### src/rtl/p3pwm_pkg.sv
package p3pwm_pkg;
    localparam int NUM_PH    = 3;
    localparam int RATE_W    = 16;
    localparam int CNT_W     = 11;
    localparam int DUTY_W    = CNT_W - 1;
    localparam int DT_W      = 9;
    localparam int DATA_W    = 32;
    localparam int ADDR_W    = 2;
    localparam int VAL_W     = NUM_PH * DUTY_W;
    // setup word field positions
    localparam int DEAD_LSB  = 0;
    localparam int POL_BIT   = 15;
    localparam int SAMP_LSB  = 16;
    // register word offsets
    localparam logic [ADDR_W-1:0] A_VALUE = 2'd0;
    localparam logic [ADDR_W-1:0] A_ENSTS = 2'd1;
    localparam logic [ADDR_W-1:0] A_SETUP = 2'd2;
    localparam logic [ADDR_W-1:0] A_RATE  = 2'd3;

    typedef struct packed {
        logic [DUTY_W-1:0] samp;
        logic              pol;
        logic [DT_W-1:0]   dead;
    } setup_t;
endpackage

### src/rtl/p3pwm_timebase.sv
module p3pwm_timebase #(
    parameter int RATE_W = p3pwm_pkg::RATE_W,
    parameter int CNT_W  = p3pwm_pkg::CNT_W
) (
    input  logic              clk,
    input  logic              rst_n,
    input  logic [RATE_W-1:0] rate,
    output logic              tick,
    output logic              wrap,
    output logic [CNT_W-1:0]  cnt_q,
    output logic [CNT_W-1:0]  cnt_nx
);
    typedef struct packed {
        logic [RATE_W-1:0] acc;
        logic [CNT_W-1:0]  cnt;
    } tb_st_t;

    tb_st_t st_d, st_q;
    logic [RATE_W:0] sum;

    always_comb begin
        st_d     = st_q;
        sum      = {1'b0, st_q.acc} + {1'b0, rate};
        tick     = sum[RATE_W];
        st_d.acc = sum[RATE_W-1:0];
        if (tick) st_d.cnt = st_q.cnt + 1'b1;
        wrap     = tick && (&st_q.cnt);
    end

    always_ff @(posedge clk or negedge rst_n) begin
        if (!rst_n) st_q <= '0;
        else        st_q <= st_d;
    end

    assign cnt_q  = st_q.cnt;
    assign cnt_nx = st_d.cnt;
endmodule

### src/rtl/p3pwm_leg.sv
module p3pwm_leg #(
    parameter int DUTY_W = p3pwm_pkg::DUTY_W,
    parameter int DT_W   = p3pwm_pkg::DT_W
) (
    input  logic              clk,
    input  logic              rst_n,
    input  logic              tick,
    input  logic              enable,
    input  logic [DUTY_W-1:0] duty_nx,
    input  logic [DUTY_W-1:0] tri_nx,
    input  logic [DT_W-1:0]   dead,
    output logic              out_hi,
    output logic              out_lo
);
    localparam int BLK_W = DT_W + 1;

    typedef struct packed {
        logic             raw;
        logic [BLK_W-1:0] blank;
    } leg_st_t;

    leg_st_t st_d, st_q;

    always_comb begin
        st_d     = st_q;
        st_d.raw = duty_nx > tri_nx;
        if (st_d.raw != st_q.raw)
            st_d.blank = {dead, 1'b0};
        else if (tick && (st_q.blank != '0))
            st_d.blank = st_q.blank - 1'b1;
    end

    always_ff @(posedge clk or negedge rst_n) begin
        if (!rst_n) st_q <= '0;
        else        st_q <= st_d;
    end

    assign out_hi = enable &&  st_q.raw && (st_q.blank == '0);
    assign out_lo = enable && !st_q.raw && (st_q.blank == '0);
endmodule

### src/rtl/p3pwm_top.sv
module p3pwm_top
    import p3pwm_pkg::*;
(
    input  logic                clk,
    input  logic                rst_n,
    input  logic                bus_wr,
    input  logic [ADDR_W-1:0]   bus_addr,
    input  logic [DATA_W-1:0]   bus_wdata,
    output logic [DATA_W-1:0]   bus_rdata,
    input  logic                fault_in,
    output logic                amp_en,
    output logic [NUM_PH-1:0]   gate_hi,
    output logic [NUM_PH-1:0]   gate_lo,
    output logic                sample_strobe
);
    typedef struct packed {
        logic [VAL_W-1:0]  val_sh;
        logic [VAL_W-1:0]  val_act;
        setup_t            su_sh;
        setup_t            su_act;
        logic [RATE_W-1:0] rate;
        logic              en;
        logic              flt;
        logic              strobe;
    } top_st_t;

    top_st_t cur_q, cur_d;

    logic              tick, wrap, fault_act;
    logic [CNT_W-1:0]  cnt_q, cnt_nx;
    logic [DUTY_W-1:0] tri_nx;
    logic [VAL_W-1:0]  val_nx;
    setup_t            su_nx;

    p3pwm_timebase #(.RATE_W(RATE_W), .CNT_W(CNT_W)) tb_i (
        .clk(clk), .rst_n(rst_n), .rate(cur_q.rate),
        .tick(tick), .wrap(wrap), .cnt_q(cnt_q), .cnt_nx(cnt_nx)
    );

    always_comb begin
        tri_nx = cnt_nx[CNT_W-1] ? ~cnt_nx[DUTY_W-1:0] : cnt_nx[DUTY_W-1:0];
        val_nx = wrap ? cur_q.val_sh : cur_q.val_act;
        su_nx  = wrap ? cur_q.su_sh  : cur_q.su_act;
    end

    always_comb begin
        cur_d     = cur_q;
        fault_act = cur_q.su_act.pol ? fault_in : !fault_in;

        if (bus_wr) begin
            unique case (bus_addr)
                A_VALUE: cur_d.val_sh = bus_wdata[VAL_W-1:0];
                A_ENSTS: begin
                    if (!bus_wdata[0])
                        cur_d.en = 1'b0;
                    else if (!fault_act) begin
                        cur_d.en  = 1'b1;
                        cur_d.flt = 1'b0;
                    end
                end
                A_SETUP: begin
                    cur_d.su_sh.dead = bus_wdata[DEAD_LSB +: DT_W];
                    cur_d.su_sh.pol  = bus_wdata[POL_BIT];
                    cur_d.su_sh.samp = bus_wdata[SAMP_LSB +: DUTY_W];
                end
                A_RATE:  cur_d.rate = bus_wdata[RATE_W-1:0];
                default: ;
            endcase
        end

        if (fault_act) begin
            cur_d.flt = 1'b1;
            cur_d.en  = 1'b0;
        end

        cur_d.val_act = val_nx;
        cur_d.su_act  = su_nx;
        cur_d.strobe  = tick && (cnt_nx == {su_nx.samp, 1'b0});
    end

    always_ff @(posedge clk or negedge rst_n) begin
        if (!rst_n) cur_q <= '0;
        else        cur_q <= cur_d;
    end

    for (genvar g = 0; g < NUM_PH; g++) begin : g_leg
        p3pwm_leg #(.DUTY_W(DUTY_W), .DT_W(DT_W)) leg_i (
            .clk(clk), .rst_n(rst_n), .tick(tick), .enable(cur_q.en),
            .duty_nx(val_nx[g*DUTY_W +: DUTY_W]), .tri_nx(tri_nx),
            .dead(su_nx.dead), .out_hi(gate_hi[g]), .out_lo(gate_lo[g])
        );
    end

    always_comb begin
        bus_rdata = '0;
        unique case (bus_addr)
            A_VALUE: bus_rdata[VAL_W-1:0] = cur_q.val_sh;
            A_ENSTS: bus_rdata[1:0] = {cur_q.flt, cur_q.en};
            A_SETUP: begin
                bus_rdata[DEAD_LSB +: DT_W]   = cur_q.su_sh.dead;
                bus_rdata[POL_BIT]            = cur_q.su_sh.pol;
                bus_rdata[SAMP_LSB +: DUTY_W] = cur_q.su_sh.samp;
            end
            A_RATE:  bus_rdata[RATE_W-1:0] = cur_q.rate;
            default: ;
        endcase
    end

    assign amp_en        = cur_q.en;
    assign sample_strobe = cur_q.strobe;
endmodule

### config.mk
export PLATFORM = sky130hd
export DESIGN_NAME = p3pwm_top
export DESIGN_NICKNAME = d
export VERILOG_FILES = /design/src/rtl/p3pwm_pkg.sv /design/src/rtl/p3pwm_timebase.sv /design/src/rtl/p3pwm_leg.sv /design/src/rtl/p3pwm_top.sv
export SDC_FILE = /design/constraint.sdc
export NUM_CORES = 1
export LEC_CHECK = 0
export BUFFER_PORTS_ARGS = -buffer_cell sky130_fd_sc_hd__buf_2
export CAP_MARGIN = 30
export CORE_MARGIN = 5
export CORE_UTILIZATION = 47
export CTS_BUF_LIST = sky130_fd_sc_hd__clkbuf_4
export DETAILED_ROUTE_END_ITERATION = 10
export PLACE_DENSITY = 0.65
export SYNTH_ARGS = -nofsm -noshare
export SYNTH_HDL_FRONTEND = slang
export SYNTH_HIERARCHICAL = 1
export SYNTH_SLANG_ARGS = --single-unit
export TNS_END_PERCENT = 100
### constraint.sdc
create_clock -name clk -period 6.7 [get_ports clk]
set_input_delay 0.67 -clock clk [delete_from_list [all_inputs] [get_ports clk]]
set_output_delay 0.67 -clock clk [all_outputs]
set_load 0.005 [all_outputs]
==> impl_results.md <==
* Area growth syn-to-layout at 10.4%
* Fmax at 175 MHz
* Cell area after placement at 10300 µm²
* Setup TNS at 0 ns
* Mean post-synth cell area at 11.6 µm²
* Port bufs at 73
* Final Util at 52.6%
* Slew Limit Headroom at a little over two fifths
* Hold_ws at between 0.02 and 0.03 ns
* Share of cells above drive strength 1 at 30.3%
* DP Wirelength at 15.5 mm
* PnR Total Power at 3.31 mW
* Fillers at 1788
* # Post-CTS Setup Buffers at 0
* CP Launch Type: flop
* Core Region at 20200 µm²
* Pin count of the biggest net entering global routing at around 70
* Final slew viol count at 0
* Req. time, crit path at between 7 and 8 ns
* CTS tree: built
* HP Class: primary input to async pin
* Status: finished, final reports clean
* Residual DRC at 0
* Std cell rows at 52
* Min setup slack post-route at around 0.99 ns
* CTS H-tree depth at 4
* Pre-CTS WS at 1.01 ns
* Die height at 153 µm
* CTS buffer count at 17
* Max-cap violation count at 0
* CTS sink cnt at about 180
* Placed cells at 1156
* CTS Hold Bufs at 0
* PostCTS Resize Cnt at 0
* RD Place Congestion at 0.867
* Ports at 78
* Critical-path top delay cell: a221oi_4
* Reg2Reg Depth at 17
* Minimum clock period at 5.71 ns
* Die width at 153 µm
* Fin cells at 1189
* Critical path type: flop to flop
* Latest clock arrival within the worst-skew pair at 0.59 ns
* Worst-Margin Slew at approximately 0.86 ns
* CP Data Arrival Time at between 6 and 7 ns
* Crit-path max FO at 11
* GRT Overall Usage at 18.5%
* Pwr Density at 312 nW/µm²
* Grt ovf at 0
* Drt total wl at 21.3 mm
* Post-synthesis cell count at 826
* Post-Layout Inst Area at ~11000 µm²
* CP peak stage delay at 0.60 ns
* Hold Violations, Final at 0
* Worst-path clk slew at roughly 0.16 ns
* Clock Path Buffers at 2
* Wire length per cell at about 18 µm
* RSZ-0062 raised after global routing: false
* TritonRoute pass-1 iters at 5
* Critical path cell sequence: ha_1, fa_1, a211oi_1, o211ai_2, nand3_1, a21o_1, nor4_1, xor2_1, buf_4, xor2_1, inv_1, ha_1, a21oi_1, o21ai_1, a2111o_1, a221oi_4, mux2_2
* Routed vias/inst at 5.48
* Nets at 1000
* Iter 0 DRT Violations at 401
* Global-route wire length before repair at 34.9 mm
* Setup Viol. Count Final at 0
* Mapped Area at 9610 µm²
* Worst vdd ir at 115 µV
* Die ar. at 23400 µm²
* CP endpoint kind: flop
* Clk root buf: clkbuf_4
* P_leak at 5.11 nW
* Starting Density at 47.7%
* Initial antenna violation count at 1
* ANT nets after route at 0
* Syn. warnings at 6
* Vias at 6511
* Final Skew at between 0.02 and 0.03 ns
* Final period utilization at between 80% and 90%
* Vias in the first global route at 6444
==> cell type report <==
class | instances | area [µm²] | share of cell area [%]
sequential | 179 | 4480 | 42.2
timing repair buffer | 82 | 479 | 4.51
antenna | 1 | 2.50 | 0.0236
inverter | 50 | 188 | 1.77
clock buffer | 17 | 128 | 1.20
clock inverter | 15 | 170 | 1.60
tap | 270 | 338 | 3.18
multi-input combinational | 575 | 4830 | 45.5
==> sequential cells by signal (all words and copies together), names as in the netlist <==
signal / count
cur_q: 117
tb_i/st_q: 16
sample_strobe: 1
amp_en: 1
tb_i/cnt_q: 11
g_leg.leg_i/st_q: 33
==> where the power goes <==
| group | switching [mW] | total, mW | internal, mW |
|---|---|---|---|
| registers | 0.110 | 1.35 | 1.23 |
| logic | 0.752 | 1.32 | 0.572 |
| clock network | 0.407 | 0.640 | 0.233 |
| total | 1.27 | 3.31 | 2.04 |
==> worst paths after layout <==
| kind | from | to | slack, ns |
|---|---|---|---|
| worst max-delay path | cur_q[3] | g_leg[1].leg_i/st_q[2] | 0.99 |
| worst min-delay path | rst_n | cur_q[16] | 0.03 |
| worst max register to register | cur_q[3] | g_leg[1].leg_i/st_q[2] | 0.99 |
| worst min register to register | tb_i/st_q[11] | tb_i/st_q[11] | 0.49 |
| max in group asynchronous | rst_n | cur_q[23] | 5.38 |
| min in group clk | bus_wdata[29] | cur_q[118] | 0.30 |
==> metal layers <==
metal | GRT usage [%] | share of wire, %
met1 | 26.0 | 48
met2 | 30.0 | 48
met3 | 3.45 | 4.0
met4 | 4.29 | 0.84
met5 | 0 | 0
==> worst max-delay path, delay by kind of cell (launching register included) <==
kind / cells / cell delay (ns)
compound gates: 7 / 2.29
xor+xnor: 2 / 0.78
fa+ha+maj: 3 / 1.02
buf+inv: 2 / 0.37
flops: 1 / 0.43
mux: 1 / 0.40
simple gates: 2 / 0.30
==> placed cells by master (no fill, tap or decap), types with 5 or more instances in the layout <==
master	count
xor2_1	23
ha_1	56
nand2_1	47
a22oi_1	6
inv_1	50
nor2b_1	5
clkbuf_4	17
a21oi_1	24
a22o_1	10
xnor2_1	30
mux2_2	142
nand3_1	22
a21o_1	8
a211oi_1	11
nand4_1	15
nor3_1	16
dfrtp_1	179
o21ai_0	13
mux2i_1	11
a222oi_1	10
and2_1	8
buf_2	72
nor2_1	45
buf_4	7
Power figures use the tool's default switching activity.
